File: config.mk
export PLATFORM = sky130hd
export DESIGN_NAME = serial_buf_divider
export DESIGN_NICKNAME = d
export VERILOG_FILES = /design/src/rtl/sbd_pkg.sv /design/src/rtl/sbd_ctrl.sv /design/src/rtl/sbd_data.sv /design/src/rtl/serial_buf_divider.sv
export SDC_FILE = /design/constraint.sdc
export NUM_CORES = 1
export LEC_CHECK = 0
export BUFFER_PORTS_ARGS = -buffer_cell sky130_fd_sc_hd__buf_4
export CAP_MARGIN = 20
export CORE_ASPECT_RATIO = 0.7
export CORE_MARGIN = 4
export CORE_UTILIZATION = 48
export CTS_BUF_LIST = sky130_fd_sc_hd__clkbuf_4
export DETAILED_ROUTE_END_ITERATION = 12
export PLACE_DENSITY = 0.81
export SYNTH_ARGS = -nofsm -noshare
export SYNTH_HDL_FRONTEND = slang
export SYNTH_SLANG_ARGS = --single-unit
File: constraint.sdc
create_clock -name clk -period 1.35 [get_ports clk]
set_input_delay 0.27 -clock clk [delete_from_list [all_inputs] [get_ports clk]]
set_output_delay 0.27 -clock clk [all_outputs]
set_load 0.01 [all_outputs]
File: src/rtl/sbd_pkg.sv
package sbd_pkg;
  typedef struct packed {
    logic wrBuf;   // bus write reaches the buffer field
    logic wrDiv;   // bus write reaches the divisor field
    logic ldRx;    // shift-register word goes into the buffer
  } ctlStrobes_t;
endpackage

File: src/rtl/sbd_ctrl.sv
module sbd_ctrl
  import sbd_pkg::*;
#(
  parameter int DIV_BITS = 7
) (
  input  logic                clk,
  input  logic                rstN,
  input  logic                chanEn,
  input  logic                extClkSel,
  input  logic                busWrEn,
  input  logic                rxStore,
  input  logic                sclkIn,
  input  logic [DIV_BITS-1:0] divVal,
  output ctlStrobes_t         strb,
  output logic                xferClk,
  output logic                xferRise,
  output logic                xferFall
);
  localparam logic [DIV_BITS-1:0] ONE = {{(DIV_BITS-1){1'b0}}, 1'b1};

  logic [DIV_BITS-1:0] cnt;
  logic intLvl, intRise, intFall;
  logic syncA, syncB, syncPrev;
  logic extRise, extFall;

  // Access strobes: the store strobe has priority over the bus for the buffer
  always_comb begin
    strb.wrBuf = busWrEn & ~rxStore;
    strb.wrDiv = busWrEn & ~chanEn;
    strb.ldRx  = rxStore;
  end

  // Internal divider, held at zero unless enabled on the internal clock
  always_ff @(posedge clk) begin
    if (!rstN || !chanEn || extClkSel) begin
      cnt     <= '0;
      intLvl  <= 1'b0;
      intRise <= 1'b0;
      intFall <= 1'b0;
    end else begin
      intRise <= 1'b0;
      intFall <= 1'b0;
      if (cnt == divVal) begin
        cnt     <= '0;
        intLvl  <= ~intLvl;
        intRise <= ~intLvl;
        intFall <= intLvl;
      end else begin
        cnt <= cnt + ONE;
      end
    end
  end

  // External clock: two-flop synchroniser plus one delay stage for edges
  always_ff @(posedge clk) begin
    if (!rstN) begin
      syncA    <= 1'b0;
      syncB    <= 1'b0;
      syncPrev <= 1'b0;
    end else begin
      syncA    <= sclkIn;
      syncB    <= syncA;
      syncPrev <= syncB;
    end
  end

  assign extRise = chanEn & syncB & ~syncPrev;
  assign extFall = chanEn & ~syncB & syncPrev;

  assign xferClk  = extClkSel ? (chanEn & syncB) : intLvl;
  assign xferRise = extClkSel ? extRise : intRise;
  assign xferFall = extClkSel ? extFall : intFall;

  // the counter never passes the divisor
  p_cnt_bound_r7: assert property (@(posedge clk) disable iff (!rstN)
    cnt <= divVal);
  // rise and fall pulses never coincide
  p_pulse_excl_r7: assert property (@(posedge clk) disable iff (!rstN)
    !(xferRise && xferFall));
  // a disabled channel leaves the divider idle on the next cycle
  p_idle_r8: assert property (@(posedge clk) disable iff (!rstN)
    !chanEn |=> (cnt == '0) && !intLvl && !intRise);
  // an external edge pulse follows a change of the first sync stage
  p_ext_lat_r9: assert property (@(posedge clk) disable iff (!rstN)
    (extClkSel && chanEn && xferRise) |-> $past(syncA));
endmodule

File: src/rtl/sbd_data.sv
module sbd_data
  import sbd_pkg::*;
#(
  parameter int DATA_BITS = 9,
  parameter int DIV_BITS  = 7,
  parameter int REG_BITS  = 16
) (
  input  logic                 clk,
  input  logic                 rstN,
  input  logic                 chanEn,
  input  ctlStrobes_t          strb,
  input  logic [REG_BITS-1:0]  busWrData,
  input  logic [DATA_BITS-1:0] rxData,
  output logic [REG_BITS-1:0]  busRdData,
  output logic [DATA_BITS-1:0] txData,
  output logic [DIV_BITS-1:0]  divVal
);
  localparam int LOW_SPAN = REG_BITS - DIV_BITS;
  localparam int PAD      = LOW_SPAN - DATA_BITS;

  logic [DATA_BITS-1:0] bufReg;
  logic [DIV_BITS-1:0]  divReg;
  logic [DIV_BITS-1:0]  divView;

  always_ff @(posedge clk) begin
    if (!rstN) begin
      bufReg <= '0;
      divReg <= '0;
    end else begin
      if (strb.wrDiv) divReg <= busWrData[REG_BITS-1:LOW_SPAN];
      if (strb.ldRx)       bufReg <= rxData;
      else if (strb.wrBuf) bufReg <= busWrData[DATA_BITS-1:0];
    end
  end

  assign divView = chanEn ? '0 : divReg;

  generate
    if (PAD > 0) begin : g_padded
      assign busRdData = {divView, {PAD{1'b0}}, bufReg};
    end else begin : g_full
      assign busRdData = {divView, bufReg};
    end
  endgenerate

  assign txData = bufReg;
  assign divVal = divReg;

  // divisor frozen while the channel runs
  p_div_locked_r3: assert property (@(posedge clk) disable iff (!rstN)
    chanEn |=> $stable(divReg));
  // a store strobe always lands in the buffer
  p_store_wins_r6: assert property (@(posedge clk) disable iff (!rstN)
    strb.ldRx |=> bufReg == $past(rxData));
endmodule

File: src/rtl/serial_buf_divider.sv
module serial_buf_divider
  import sbd_pkg::*;
#(
  parameter int DATA_BITS = 9,
  parameter int DIV_BITS  = 7,
  parameter int REG_BITS  = 16
) (
  input  logic                 clk,
  input  logic                 rstN,
  input  logic                 chanEn,
  input  logic                 extClkSel,
  input  logic                 busWrEn,
  input  logic [REG_BITS-1:0]  busWrData,
  output logic [REG_BITS-1:0]  busRdData,
  input  logic                 rxStore,
  input  logic [DATA_BITS-1:0] rxData,
  output logic [DATA_BITS-1:0] txData,
  input  logic                 sclkIn,
  output logic                 xferClk,
  output logic                 xferRise,
  output logic                 xferFall
);
  ctlStrobes_t         strb;
  logic [DIV_BITS-1:0] divVal;

  sbd_ctrl #(.DIV_BITS(DIV_BITS)) u_ctrl (
    .clk(clk), .rstN(rstN), .chanEn(chanEn), .extClkSel(extClkSel),
    .busWrEn(busWrEn), .rxStore(rxStore), .sclkIn(sclkIn), .divVal(divVal),
    .strb(strb), .xferClk(xferClk), .xferRise(xferRise), .xferFall(xferFall)
  );

  sbd_data #(.DATA_BITS(DATA_BITS), .DIV_BITS(DIV_BITS), .REG_BITS(REG_BITS)) u_data (
    .clk(clk), .rstN(rstN), .chanEn(chanEn), .strb(strb),
    .busWrData(busWrData), .rxData(rxData), .busRdData(busRdData),
    .txData(txData), .divVal(divVal)
  );
endmodule

Word level (Yosys, flattened, before mapping) --
Index checks and enable logic that the tools add are counted.
Storage, ports and cells: bits in registers 29, bits of input ports 32, word-level logic and storage cells 36
Cells by class: add/subtract/negate cells 1, bitwise logic cells 12, mux-type cells 6, reductions and logical operators 7, eq/ne operators 1
Operator list (number):
- 9-bit 2-to-1 mux | 2
- 7-bit by 1-bit adder with 7-bit output, second input constant | 1
- 7-bit == test | 1
- 7-bit 2-to-1 mux | 1
- 1-bit AND | 6
- 1-bit inverter | 6
- 2-bit OR reduction | 2
- 1-bit 2-to-1 mux | 3
- 1-bit logical NOT | 2
- 1-bit logical OR | 2
- 2-bit nonzero test | 1

Logic depth before layout (Yosys ltp) --
Gate-level depths: netlist of run 1.
depth in word-level cells 4, mapped depth 5, depth with buffers taken out 4

By module --
Synthesis of run 1 repeated with hierarchy kept, for this count alone.
Second synthesis, totals: cell total of the unflattened synthesis 140, area, all modules 1430.1 µm²
By module, submodules not included:
- sbd_data | area an instance 852.1 µm², instances 1, cells each 77, seq. area each 320.3 µm²
- sbd_ctrl | area an instance 578.1 µm², instances 1, cells each 63, seq. area each 260.2 µm²

Worst setup path after synthesis of run 1 --
No wires, ideal clock.
kind register -> register, start reg u_ctrl.cnt[2], end reg u_ctrl.cnt[2], data arrival time 1071 ps, period minus slack after synthesis 1202 ps, path slack 148 ps, stages on the path, launching flop included 5, cells stage by stage dfxtp_1 -> xnor2_1 -> nand4_2 -> o21ai_1 -> nor2_1
On the way: word-level cells in the longest chain between the ends 2, elaborated cells on any way between the ends 3, those cells by class 1 x add/sub; 1 x eq/ne; 1 x reduce/logical
Ends and longest elaborated chain:
- from (decl) | RTL line sbd_ctrl.sv:21 | logic [DIV_BITS-1:0] cnt;
- from (signal assigned) | RTL line sbd_ctrl.sv:49 | cnt <= cnt + ONE;
- parallel branches: the longest is 2 deep, another holds 7-bit by 1-bit adder with 7-bit output
Several ways; the timed one is not identified. A chain may end at the register's enable or synchronous reset.

Final worst setup path of run 1 --
start reg u_ctrl.syncB, end out xferFall
On the way: word-level cells in the longest chain between the ends 4
Ends and longest elaborated chain:
- from (decl) | RTL line sbd_ctrl.sv:23 | logic syncA, syncB, syncPrev;
- from (signal assigned) | RTL line sbd_ctrl.sv:62 | syncB <= syncA;
- 1-bit inverter | RTL line sbd_ctrl.sv:68 | assign extFall = chanEn & ~syncB & syncPrev;
- 1-bit AND (2 in series) | RTL line sbd_ctrl.sv:68
- 1-bit 2-to-1 mux | RTL line sbd_ctrl.sv:72 | assign xferFall = extClkSel ? extFall : intFall;
- to (decl) | RTL line serial_buf_divider.sv:21 | output logic xferFall
No other way between the ends.

==> results of run 1 <==
[layer usage]
metal,vias up,track usage (%)
met4,0,6.563
met3,7,5.364
met2,28,33.54
li1,604,-
met1,532,20.74
met5,-,0
[through the flow]
stage / area [sq um] / setup slack (ns)
final: 1858 / 0.01033
after global routing: 1858 / -0.03333
after CTS: 1851 / 0.02369
after detailed placement: 1799 / 0.06731
after global placement: 1799 / 0.1494
after floorplan: 1376 / 0.1483
[state kept, by name (all words and copies together), names as in the netlist]
name             flops
u_ctrl.intFall       1
u_ctrl.intRise       1
u_ctrl.cnt           7
u_ctrl.intLvl        1
u_data.txData        9
u_ctrl.syncA         1
u_data.divVal        7
u_ctrl.syncB         1
u_ctrl.syncPrev      1
[worst max-delay path, stage by stage, from the launching register on]
cell and delay (ns):
dfxtp_2 0.34, nand4b_1 0.17, o21ai_1 0.10, buf_4 0.14
[kinds of logic (layout without fill, tap and decap cells)]
logic type / after synthesis / count (layout) / share of synthesized area [%]
AOI/OAI and AO/OA: 17 / 17 / 6.182
xor gates and xnor gates: 11 / 11 / 7.001
adders and majority gates: 1 / 1 / 0.9089
buffers and inverters: 20 / 76 / 8.363
DFF: 29 / 29 / 42.18
muxes: 16 / 16 / 11.64
and+or+nand+nor: 59 / 59 / 23.73
[final cells by class]
class / count / area [sq um] / area share (%)
clock buffers: 5 / 37.54 / 2.020
clock inverters: 3 / 12.51 / 0.6734
inverters: 4 / 15.01 / 0.8081
multi-input cells: 104 / 683.2 / 36.77
flip-flops and latches: 29 / 586.8 / 31.58
well taps: 34 / 42.54 / 2.290
repair buffers: 64 / 480.5 / 25.86
[synth_stat cells]
library cell,number
o21ai_1,1
nor2_1,8
a21oi_1,2
xnor2_1,9
or3_1,2
nand3_1,5
nor2b_1,15
and2_1,12
inv_1,4
nand4b_1,2
dfxtp_1,29
clkbuf_1,4
or2_2,1
nand4_2,1
nor4_1,2
ha_1,1
xor2_1,2
nand2_1,11
buf_2,2
o21ai_0,14
mux2i_1,16
buf_4,10
[worst max path at each step]
stage                              from             end  slack, ns  cells past startpoint
final                      u_ctrl.syncB        xferFall       0.01                      3
after global routing       u_ctrl.syncB        xferFall      -0.03                      3
after CTS                  u_ctrl.syncB        xferFall       0.02                      3
after detailed placement  u_ctrl.cnt[3]   u_ctrl.intLvl       0.07                      4
after global placement           chanEn  u_ctrl.intRise       0.15                      4
after floorplan           u_ctrl.cnt[2]   u_ctrl.cnt[2]       0.15                      4
[power by group through the flow]
stage	sequential (mW)	combinational [mW]	clock (mW)
after floorplan	0.941	0.167	0
after global placement	0.937	0.308	0
after detailed placement	0.939	0.317	0
after CTS	0.920	0.317	0.487
after global routing	0.926	0.345	0.538
final	0.920	0.315	0.475
[timing repair]
item	in CTS	in global routing
gates resized for setup	1	8
hold buffers	0	0
setup endpoints to repair	1	6
==> metrics.txt, run 1 <==
# TYPE chip_impl_metric gauge
chip_impl_metric{name="first_pass_iters",unit=""} 4
chip_impl_metric{name="m1WireLength",unit="mm"} 1.416
chip_impl_metric{name="synth_cells",unit=""} 153
chip_impl_metric{name="dieArea",unit="sq mm"} 0.003802
chip_impl_metric{name="drcViolationCount",unit=""} 0
chip_impl_metric{name="internal_power",unit="mW"} 1.261
chip_impl_metric{name="pwr-share-seq",unit="%"} 53.8
chip_impl_metric{name="wl_met3",unit="um"} 176
chip_impl_metric{name="routed_wl",unit="mm"} 3.246
chip_impl_metric{name="switching_share",unit="%"} 26.25
chip_impl_metric{name="die_width",unit="um"} 72
chip_impl_metric{name="maximum_number_of_pins_on_one_net_before_global_route_repair",unit=""} 20
chip_impl_metric{name="core-area",unit="sq mm"} 0.002590
chip_impl_metric{name="cts.clk_slew.worst_paths",unit="ns"} 0.08
chip_impl_metric{name="antenna_cells",unit=""} 0
chip_impl_info{name="tritoncts",value="yes"} 1
chip_impl_metric{name="track_usage",unit="%"} 18.48
chip_impl_metric{name="post_synthesis_average_cell_area",unit="sq um"} 8.996
chip_impl_info{name="min-delay-start",value="sclkIn"} 1
chip_impl_info{name="min_delay_worst_endpoint",value="u_ctrl.syncA"} 1
chip_impl_metric{name="antenna_violations_before_repair",unit=""} 0
chip_impl_info{name="clock_tree.root_cell",value="clkbuf_4"} 1
chip_impl_metric{name="initialDrtViolationCount",unit=""} 43
chip_impl_metric{name="drive_above_1_share",unit="%"} 37.32
chip_impl_metric{name="first_global_vias",unit=""} 1194
chip_impl_metric{name="timing.critical_path.fanout_max",unit=""} 4
chip_impl_metric{name="timing.final.max_slew_violations",unit=""} 0
chip_impl_metric{name="mappedNetlistNets",unit=""} 186
chip_impl_info{name="commonest_non_fill_non_tap_cells_in_the_layout",value="64 x buf_4, 24 x dfxtp_1, 16 x mux2i_1, 15 x nor2b_1, 12 x and2_1"} 1
chip_impl_metric{name="hold_slack",unit="ns"} 0.1472
chip_impl_metric{name="power.density",unit="mW/mm^2"} 920.4
chip_impl_metric{name="port-buffer-count",unit=""} 59
chip_impl_metric{name="min_path_cells",unit=""} 2
chip_impl_metric{name="cts_made_buffers",unit=""} 5
chip_impl_metric{name="num_vias",unit=""} 1171
chip_impl_metric{name="slew-limit-headroom",unit="%"} 83.14
chip_impl_metric{name="n_fill_cell",unit=""} 214
chip_impl_info{name="criticalPathCategory",value="reg2out"} 1
chip_impl_info{name="outcome",value="finished clean"} 1
chip_impl_metric{name="final_nets",unit=""} 241
chip_impl_info{name="highest_layer",value="met4"} 1
chip_impl_metric{name="fin_util",unit="%"} 71.74
chip_impl_metric{name="met2RoutedLength",unit="mm"} 1.609
chip_impl_metric{name="r2r_setup_slack",unit="ns"} 0.07
chip_impl_metric{name="netSwitchingPower",unit="uW"} 449.0
chip_impl_metric{name="fp-row-count",unit=""} 15
chip_impl_metric{name="power.share.clock",unit="%"} 27.8
chip_impl_metric{name="totalPowerFinal",unit="mW"} 1.710
chip_impl_metric{name="max-vdd-ir-drop",unit="mV"} 0.6789
chip_impl_metric{name="syn_warnings",unit=""} 0
chip_impl_metric{name="cts_max_path_buffers",unit=""} 2
chip_impl_metric{name="fin_crit_sh",unit="%"} 99.24
chip_impl_metric{name="post_layout_nonfiller_instances",unit=""} 243
chip_impl_metric{name="initial_utilization",unit="%"} 53.14
chip_impl_metric{name="syn_to_final_growth",unit="%"} 35.00
chip_impl_info{name="worstSetupEndpointType",value="primary output"} 1
chip_impl_metric{name="routedWlPerCell",unit="um"} 13.36
chip_impl_metric{name="worst_ep_arrival_time",unit="ns"} 1.07
chip_impl_info{name="min-delay-path-class",value="in2reg"} 1
chip_impl_metric{name="netlist_area",unit="sq mm"} 0.001376
chip_impl_info{name="synth.largest_area_cell",value="dfxtp_1"} 1
chip_impl_metric{name="clock-sinks",unit=""} 29
chip_impl_metric{name="fmax",unit="MHz"} 746.5
chip_impl_info{name="reg2reg_to",value="u_ctrl.intLvl"} 1
chip_impl_metric{name="global_route_wire_length_before_repair",unit="mm"} 5.319
chip_impl_metric{name="gpl.final_weighted_congestion",unit=""} 0.8013
chip_impl_info{name="grt_setup_unrepaired",value="yes"} 1
chip_impl_metric{name="synth.lib_cells_used.distinct",unit=""} 22
chip_impl_metric{name="worstMarginPinSlew",unit="ns"} 0.2507
chip_impl_metric{name="cellLeakagePower",unit="nW"} 0.8214
chip_impl_metric{name="worstSkewPairLatency",unit="ns"} 0.32
chip_impl_metric{name="numPlacedInstances",unit=""} 235
chip_impl_metric{name="clock_tree.htree_level_count",unit=""} 2
chip_impl_metric{name="post_cts.repair.setup_buffers",unit=""} 0
chip_impl_metric{name="ff2ff_path_depth",unit=""} 4
chip_impl_info{name="critical_path.startpoint_type",value="register"} 1
chip_impl_metric{name="seq_area_frac_synth",unit="%"} 42.18
chip_impl_info{name="most_common_cell_after_layout_fill_and_taps_aside",value="buf_4"} 1
chip_impl_metric{name="design.portCount",unit=""} 60
chip_impl_info{name="reg_to_reg_start",value="u_ctrl.cnt[5]"} 1
chip_impl_metric{name="period_minus_slack",unit="ns"} 1.340
chip_impl_metric{name="report.final.hold_viol_count",unit=""} 0
chip_impl_metric{name="die_h",unit="um"} 52.80
chip_impl_metric{name="max_cap_viol_count",unit=""} 0
chip_impl_metric{name="yosysTopAreaCellShare",unit="%"} 42.18
chip_impl_metric{name="setup_viol_count_final",unit=""} 0
chip_impl_metric{name="postRouteAntennaNets",unit=""} 0
chip_impl_metric{name="skew",unit="ns"} 0.003167
chip_impl_metric{name="data_required_time_of_the_worst_path",unit="ns"} 1.08
chip_impl_metric{name="drt-vias-per-instance",unit=""} 4.819
chip_impl_metric{name="yosys_register_bits",unit=""} 29
chip_impl_metric{name="hpwlAfterDp",unit="mm"} 2.576
chip_impl_info{name="synth_area_leaders",value="dfxtp_1 42%, mux2i_1 12%, nor2b_1 6.8%, xnor2_1 5.7%, and2_1 5.5%"} 1
chip_impl_metric{name="combPwrFrac",unit="%"} 18.4
chip_impl_metric{name="setup_tns",unit="ns"} 0
chip_impl_metric{name="gr-total-overflow",unit=""} 0
Note: power is estimated with default switching activity, not from simulation.
==> run 2: changes to the inputs <==
--- a/config.mk
+++ b/config.mk
@@ -8,11 +8,11 @@
 export BUFFER_PORTS_ARGS = -buffer_cell sky130_fd_sc_hd__buf_4
 export CAP_MARGIN = 20
 export CORE_ASPECT_RATIO = 0.7
-export CORE_MARGIN = 4
 export CORE_UTILIZATION = 48
 export CTS_BUF_LIST = sky130_fd_sc_hd__clkbuf_4
 export DETAILED_ROUTE_END_ITERATION = 12
 export PLACE_DENSITY = 0.81
+export RECOVER_POWER = 100
 export SYNTH_ARGS = -nofsm -noshare
 export SYNTH_HDL_FRONTEND = slang
 export SYNTH_SLANG_ARGS = --single-unit
==> run 2 against run 1 <==
Utilization decreased by 3.7 points; maximum frequency up 2.7%; cell count fell by 0.41%; global-route usage up 3.8 points; sequential power is essentially flat; first-iteration DRC count rose by 91%; register-to-register slack about the same; critical path depth is the same; sequential share of layout area is 1.6 points higher; die area shrank 19%; flip-flop and latch count stayed put; critical path type unchanged; largest cell class unchanged; largest power group unchanged.
==> metrics.txt, run 2 (synthesized netlist as in run 1, its figures left out) <==
# TYPE chip_impl_metric gauge
chip_impl_info{name="outcome",value="finished clean"} 1
chip_impl_metric{name="setup_slack",unit="ns"} 0.04543
chip_impl_metric{name="routedWlPerCell",unit="um"} 12.36
chip_impl_metric{name="timing.final.max_slew_violations",unit=""} 0
chip_impl_metric{name="max_cap_viol_count",unit=""} 0
chip_impl_metric{name="drcViolationCount",unit=""} 0
chip_impl_metric{name="syn_to_final_growth",unit="%"} 28.09
chip_impl_metric{name="worstSkewPairLatency",unit="ns"} 0.32
chip_impl_info{name="commonest_non_fill_non_tap_cells_in_the_layout",value="34 x buf_4, 25 x clkbuf_1, 25 x dfxtp_1, 16 x mux2i_1, 15 x nor2b_1"} 1
chip_impl_metric{name="slew-limit-headroom",unit="%"} 54.87
chip_impl_info{name="clock_tree.root_cell",value="clkbuf_4"} 1
chip_impl_metric{name="postRouteAntennaNets",unit=""} 0
chip_impl_metric{name="design.portCount",unit=""} 60
chip_impl_metric{name="dieArea",unit="sq mm"} 0.003089
chip_impl_metric{name="setup_viol_count_final",unit=""} 0
chip_impl_metric{name="setup_tns",unit="ns"} 0
chip_impl_metric{name="gpl.final_weighted_congestion",unit=""} 0.8455
chip_impl_metric{name="core-area",unit="sq mm"} 0.002590
chip_impl_info{name="min-delay-path-class",value="in2reg"} 1
chip_impl_metric{name="cts.clk_slew.worst_paths",unit="ns"} 0.08
chip_impl_metric{name="r2r_setup_slack",unit="ns"} 0.06
chip_impl_metric{name="numPlacedInstances",unit=""} 234
chip_impl_metric{name="routed_wl",unit="mm"} 2.990
chip_impl_info{name="critical_path.startpoint_type",value="register"} 1
chip_impl_info{name="grt_setup_unrepaired",value="yes"} 1
chip_impl_metric{name="n_fill_cell",unit=""} 229
chip_impl_metric{name="cts_max_path_buffers",unit=""} 2
chip_impl_metric{name="post_layout_nonfiller_instances",unit=""} 242
chip_impl_metric{name="number_of_flip_flops_in_the_largest_register",unit=""} 9
chip_impl_metric{name="power.density",unit="mW/mm^2"} 984.2
chip_impl_metric{name="skew",unit="ns"} 0.002789
chip_impl_info{name="worst_setup_path_endpoint",value="xferRise"} 1
chip_impl_metric{name="antenna_cells",unit=""} 0
chip_impl_metric{name="initial_utilization",unit="%"} 53.14
chip_impl_metric{name="hold_slack",unit="ns"} 0.1596
chip_impl_metric{name="first_pass_iters",unit=""} 4
chip_impl_metric{name="timing.critical_path.fanout_max",unit=""} 2
chip_impl_metric{name="final_nets",unit=""} 240
chip_impl_metric{name="first_global_vias",unit=""} 1145
chip_impl_metric{name="cts_made_buffers",unit=""} 5
chip_impl_metric{name="hpwlAfterDp",unit="mm"} 2.263
chip_impl_info{name="reg2reg_to",value="u_ctrl.intLvl"} 1
chip_impl_metric{name="clock-sinks",unit=""} 29
chip_impl_info{name="crit_start",value="u_ctrl.syncPrev"} 1
chip_impl_metric{name="port-buffer-count",unit=""} 59
chip_impl_info{name="reg_to_reg_start",value="u_data.divVal[6]"} 1
chip_impl_metric{name="antenna_violations_before_repair",unit=""} 0
chip_impl_metric{name="gr-total-overflow",unit=""} 0
chip_impl_metric{name="die_width",unit="um"} 66
chip_impl_metric{name="worstMarginPinSlew",unit="ns"} 0.6770
chip_impl_metric{name="drive_above_1_share",unit="%"} 25.48
chip_impl_info{name="tritoncts",value="yes"} 1
chip_impl_metric{name="clock_tree.htree_level_count",unit=""} 2
chip_impl_metric{name="pre_cts_ws",unit="ns"} 0.06892
chip_impl_info{name="min-delay-start",value="sclkIn"} 1
chip_impl_info{name="worstSetupEndpointType",value="primary output"} 1
chip_impl_metric{name="initialDrtViolationCount",unit=""} 82
chip_impl_info{name="criticalPathCategory",value="reg2out"} 1
chip_impl_metric{name="data_required_time_of_the_worst_path",unit="ns"} 1.08
chip_impl_metric{name="maximum_number_of_pins_on_one_net_before_global_route_repair",unit=""} 20
chip_impl_metric{name="period_minus_slack",unit="ns"} 1.305
chip_impl_metric{name="worst_ep_arrival_time",unit="ns"} 1.03
chip_impl_metric{name="report.final.hold_viol_count",unit=""} 0
chip_impl_metric{name="die_h",unit="um"} 46.80
chip_impl_metric{name="track_usage",unit="%"} 22.28
chip_impl_metric{name="num_vias",unit=""} 1183
chip_impl_metric{name="ff2ff_path_depth",unit=""} 4
chip_impl_metric{name="drt-vias-per-instance",unit=""} 4.888
chip_impl_metric{name="totalPowerFinal",unit="mW"} 1.735
chip_impl_metric{name="fp-row-count",unit=""} 15
chip_impl_info{name="most_common_cell_after_layout_fill_and_taps_aside",value="buf_4"} 1
chip_impl_metric{name="fin_crit_sh",unit="%"} 96.63
chip_impl_metric{name="cellLeakagePower",unit="nW"} 0.7130
chip_impl_metric{name="max-vdd-ir-drop",unit="mV"} 0.5486
chip_impl_metric{name="fmax",unit="MHz"} 766.5
chip_impl_metric{name="global_route_wire_length_before_repair",unit="mm"} 4.988
## run 2: final cells by class
class	count	area (sq um)	area share, %
Clock buffer	8	60.06	3.407
Inverter	4	15.01	0.8517
Multi-Input combinational cell	104	683.2	38.75
Sequential cell	29	585.6	33.22
Tap cell	34	42.54	2.413
Timing Repair Buffer	63	376.6	21.36
## run 2: worst min-delay path by stage
stage                              end  slack, ns  cells past startpoint
after global routing      u_ctrl.syncA       0.16                      2
after floorplan           u_ctrl.syncA       0.40                      1
after CTS                 u_ctrl.syncA       0.16                      2
after global placement    u_ctrl.syncB       0.41                      1
after detailed placement  u_ctrl.syncB       0.44                      1
final                     u_ctrl.syncA       0.16                      2
## run 2: per-layer routing
metal	wire [um]	global-route usage (%)
met1	1365	26.23
met2	1397	39.18
met3	184	6.553
met4	43	9.362
met5	0	0
## run 2: worst max-delay path, cell delays in order, from the launching register on
cell and delay [ns]:
dfxtp_1 0.31, nand4b_1 0.17, o21ai_1 0.10, buf_4 0.13
## run 2: per-stage QoR
stage                     utilization (%)  instance area, sq um
after detailed placement            69.18                  1792
after global placement              69.18                  1792
after floorplan                         -                  1376
final                               68.07                  1763
after CTS                           71.55                  1853
after global routing                68.07                  1763
## run 2: power by group
part           switching [mW]  internal, mW  total (mW)
combinational           0.132         0.145       0.277
clock                   0.272         0.267       0.539
sequential             0.0272         0.892       0.919
total                   0.431          1.30        1.74
## run 2: repair_timing
action / CTS / global route
endpoints found under the setup margin: 1 / 5
gates resized for setup: 1 / 7
hold buffers: 0 / 0
buffers inserted: 0 / 0
pin swaps: 0 / 0
==> run 3: changes to the inputs <==
--- a/config.mk
+++ b/config.mk
@@ -5,10 +5,11 @@
 export SDC_FILE = /design/constraint.sdc
 export NUM_CORES = 1
 export LEC_CHECK = 0
+export ABC_AREA = 1
 export BUFFER_PORTS_ARGS = -buffer_cell sky130_fd_sc_hd__buf_4
 export CAP_MARGIN = 20
 export CORE_ASPECT_RATIO = 0.7
-export CORE_UTILIZATION = 48
+export CORE_UTILIZATION = 49
 export CTS_BUF_LIST = sky130_fd_sc_hd__clkbuf_4
 export DETAILED_ROUTE_END_ITERATION = 12
 export PLACE_DENSITY = 0.81
==> run 3 against run 2 <==
Die area grew 1.9%; utilization decreased by 3.2 points; critical endpoint is now xferFall; setup slack worse by 0.020 ns; global-route usage grew 0.052 points; sequential share of layout area shrank 0.97 points; maximum frequency shrank 1.5%.
==> metrics.txt, run 3 <==
# TYPE chip_impl_metric gauge
chip_impl_info{name="outcome",value="finished clean"} 1
chip_impl_metric{name="design.portCount",unit=""} 60
chip_impl_metric{name="period_minus_slack",unit="ns"} 1.325
chip_impl_metric{name="max_cap_viol_count",unit=""} 0
chip_impl_metric{name="setup_viol_count_final",unit=""} 0
chip_impl_metric{name="global_route_wire_length_before_repair",unit="mm"} 4.981
chip_impl_info{name="cp_cell_sequence",value="nor2_2 -> a31o_2 -> buf_6"} 1
chip_impl_metric{name="postSynth.asyncResetShare",unit="%"} 0
chip_impl_metric{name="postRouteAntennaNets",unit=""} 0
chip_impl_metric{name="cpPeakStageDelay",unit="ns"} 0.36
chip_impl_metric{name="antenna_violations_before_repair",unit=""} 0
chip_impl_metric{name="place_area",unit="sq mm"} 0.001826
chip_impl_metric{name="regArea",unit="sq um"} 581.8
chip_impl_info{name="worstSetupEndpointType",value="primary output"} 1
chip_impl_metric{name="ff2ff_path_depth",unit=""} 9
chip_impl_metric{name="first_pass_iters",unit=""} 4
chip_impl_metric{name="cts.clk_slew.worst_paths",unit="ns"} 0.09
chip_impl_metric{name="post_layout_nonfiller_instances",unit=""} 303
chip_impl_metric{name="worst_ep_arrival_time",unit="ns"} 1.05
chip_impl_info{name="synthFlopType",value="dfxtp_1"} 1
chip_impl_metric{name="seq_area_frac_synth",unit="%"} 40.52
chip_impl_info{name="synth.largest_area_cell",value="dfxtp_1"} 1
chip_impl_metric{name="syn_warnings",unit=""} 0
chip_impl_metric{name="worstSkewPairLatency",unit="ns"} 0.33
chip_impl_metric{name="dieArea",unit="sq mm"} 0.003147
chip_impl_info{name="critical-path-slowest-cell",value="dfxtp_2"} 1
chip_impl_info{name="yosysMostFrequentCell",value="nand2_1"} 1
chip_impl_metric{name="antenna_cells",unit=""} 0
chip_impl_metric{name="cts_hold_bufs",unit=""} 0
chip_impl_metric{name="routed_wl",unit="mm"} 3.191
chip_impl_metric{name="first_global_vias",unit=""} 1134
chip_impl_metric{name="clock_tree.htree_level_count",unit=""} 2
chip_impl_metric{name="netlist_area",unit="sq mm"} 0.001433
chip_impl_metric{name="num_vias",unit=""} 1397
chip_impl_info{name="tritoncts",value="yes"} 1
chip_impl_info{name="most_common_cell_after_layout_fill_and_taps_aside",value="nand2_1"} 1
chip_impl_metric{name="synth_cells",unit=""} 214
chip_impl_info{name="grt_setup_unrepaired",value="yes"} 1
chip_impl_metric{name="yosys_register_bits",unit=""} 29
chip_impl_metric{name="numPlacedInstances",unit=""} 295
chip_impl_metric{name="data_required_time_of_the_worst_path",unit="ns"} 1.08
chip_impl_metric{name="cts_made_buffers",unit=""} 5
chip_impl_metric{name="mappedNetlistNets",unit=""} 247
chip_impl_metric{name="totalPowerFinal",unit="mW"} 1.737
chip_impl_metric{name="skew",unit="ns"} 0.005312
chip_impl_metric{name="n_fill_cell",unit=""} 289
chip_impl_metric{name="post_synthesis_average_cell_area",unit="sq um"} 6.695
chip_impl_metric{name="cts_max_path_buffers",unit=""} 2
chip_impl_metric{name="drcViolationCount",unit=""} 0
chip_impl_metric{name="timing.critical_path.fanout_max",unit=""} 3
chip_impl_metric{name="hold_slack",unit="ns"} 0.1161
chip_impl_metric{name="hpwlAfterDp",unit="mm"} 2.471
chip_impl_metric{name="number_of_synthesized_flops_with_an_enable_pin",unit=""} 0
chip_impl_metric{name="clock-sinks",unit=""} 29
chip_impl_metric{name="final_nets",unit=""} 299
chip_impl_info{name="commonest_non_fill_non_tap_cells_in_the_layout",value="65 x nand2_1, 34 x inv_1, 32 x buf_4, 28 x dfxtp_1, 24 x clkbuf_1"} 1
chip_impl_metric{name="routedWlPerCell",unit="um"} 10.53
chip_impl_metric{name="die_h",unit="um"} 47.24
chip_impl_metric{name="track_usage",unit="%"} 22.33
chip_impl_metric{name="maximum_number_of_pins_on_one_net_before_global_route_repair",unit=""} 21
chip_impl_metric{name="timing.final.max_slew_violations",unit=""} 0
chip_impl_metric{name="fp-row-count",unit=""} 16
chip_impl_metric{name="synth.lib_cells_used.distinct",unit=""} 22
chip_impl_info{name="criticalPathCategory",value="reg2out"} 1
chip_impl_info{name="synth_area_leaders",value="dfxtp_1 41%, nand2_1 17%, inv_1 8.9%, nand3_1 5.6%, nor2_1 5.5%"} 1
chip_impl_metric{name="core-area",unit="sq mm"} 0.002783
chip_impl_metric{name="power.density",unit="mW/mm^2"} 962.9
chip_impl_info{name="synth_top_cells_by_count",value="65 x nand2_1, 34 x inv_1, 29 x dfxtp_1"} 1
chip_impl_info{name="clock_tree.root_cell",value="clkbuf_4"} 1
chip_impl_metric{name="yosysTopAreaCellShare",unit="%"} 40.52
chip_impl_metric{name="initialDrtViolationCount",unit=""} 40
chip_impl_metric{name="finalInstanceArea",unit="sq mm"} 0.001804
chip_impl_metric{name="cellLeakagePower",unit="nW"} 0.9127
chip_impl_metric{name="port-buffer-count",unit=""} 59
chip_impl_metric{name="drive_above_1_share",unit="%"} 21.35
chip_impl_metric{name="multi_input_comb_area",unit="sq um"} 623.1
chip_impl_metric{name="initial_utilization",unit="%"} 51.48
chip_impl_info{name="critical_path.startpoint_type",value="register"} 1
chip_impl_metric{name="slew-limit-headroom",unit="%"} 44.46
chip_impl_metric{name="report.final.hold_viol_count",unit=""} 0
chip_impl_metric{name="fin_crit_sh",unit="%"} 98.11
chip_impl_metric{name="syn_to_final_growth",unit="%"} 25.94
chip_impl_metric{name="die_width",unit="um"} 66.63
chip_impl_metric{name="gpl.final_weighted_congestion",unit=""} 0.7654
chip_impl_metric{name="number_of_flip_flops_in_the_largest_register",unit=""} 9
chip_impl_metric{name="pre_cts_ws",unit="ns"} 0.1660
chip_impl_metric{name="gr-total-overflow",unit=""} 0
chip_impl_metric{name="drt-vias-per-instance",unit=""} 4.611
chip_impl_info{name="min-delay-path-class",value="in2reg"} 1
chip_impl_metric{name="min_path_cells",unit=""} 3
chip_impl_metric{name="worstMarginPinSlew",unit="ns"} 0.8332
chip_impl_metric{name="max-vdd-ir-drop",unit="mV"} 0.7303
chip_impl_metric{name="fmax",unit="MHz"} 755.0
chip_impl_metric{name="setup_slack",unit="ns"} 0.02550
run 3: changes by cell type after synthesis, moves of 11 or more:
cell | before | now
nand3_1 | 5 | 16
inv_1 | 4 | 34
nor2b_1 | 15 | 0
nand2_1 | 11 | 65
and2_1 | 12 | 0
nor2_1 | 8 | 21
mux2i_1 | 16 | 0
run 3: logic make-up after synthesis:
family | after synthesis | share of synthesized area (%)
buf+inv | 52 | 16.59
fa+ha+maj | 1 | 0.8732
xor+xnor | 6 | 3.669
simple gates | 109 | 32.05
flops | 29 | 40.52
compound gates | 17 | 6.288
run 3: metrics by stage:
stage                     utilization [%]  TNS, ns
after floorplan                         -        0
after CTS                           67.63        0
after detailed placement            65.60        0
after global routing                64.84  -0.1396
after global placement              65.60        0
final                               64.84        0
run 3: report_power, final:
group	switching, mW	internal [mW]
registers	0.0243	0.894
clock network	0.296	0.218
logic	0.171	0.134
total	0.491	1.25
run 3: critical path, delay by kind of cell (launching register included):
family | cells | cell delay, ns
AO/OA/AOI/OAI | 1 | 0.20
buffers and inverters | 1 | 0.12
flip-flops | 1 | 0.36
AND/OR/NAND/NOR | 1 | 0.05
run 3: worst paths after layout:
path                  from             to  slack [ns]
max           u_ctrl.syncB       xferFall        0.03
min reg2reg   u_ctrl.syncA   u_ctrl.syncB        0.42
min                 sclkIn   u_ctrl.syncA        0.12
max reg2reg  u_ctrl.cnt[2]  u_ctrl.cnt[5]        0.12
run 3: metal layers:
layer	vias up	GRT usage, %	wire [um]
met4	0	10.21	75
met2	29	34.95	1403
met1	624	28.07	1573
met5	-	0	0
met3	8	8.010	138
li1	736	-	-
run 3: repair_timing:
item,4_1_cts,5_1_grt
resized for setup,1,6
pin swaps,0,1
gates cloned,0,0
endpoints found under the setup margin,1,4
setup buffers,0,0
run 3: layout make-up:
type | count | share of cell area, %
Clock buffer | 6 | 2.497
Timing Repair Buffer | 59 | 19.76
Inverter | 38 | 7.906
Tap cell | 36 | 2.497
Sequential cell | 29 | 32.25
Multi-Input combinational cell | 133 | 34.54
Clock inverter | 2 | 0.5548
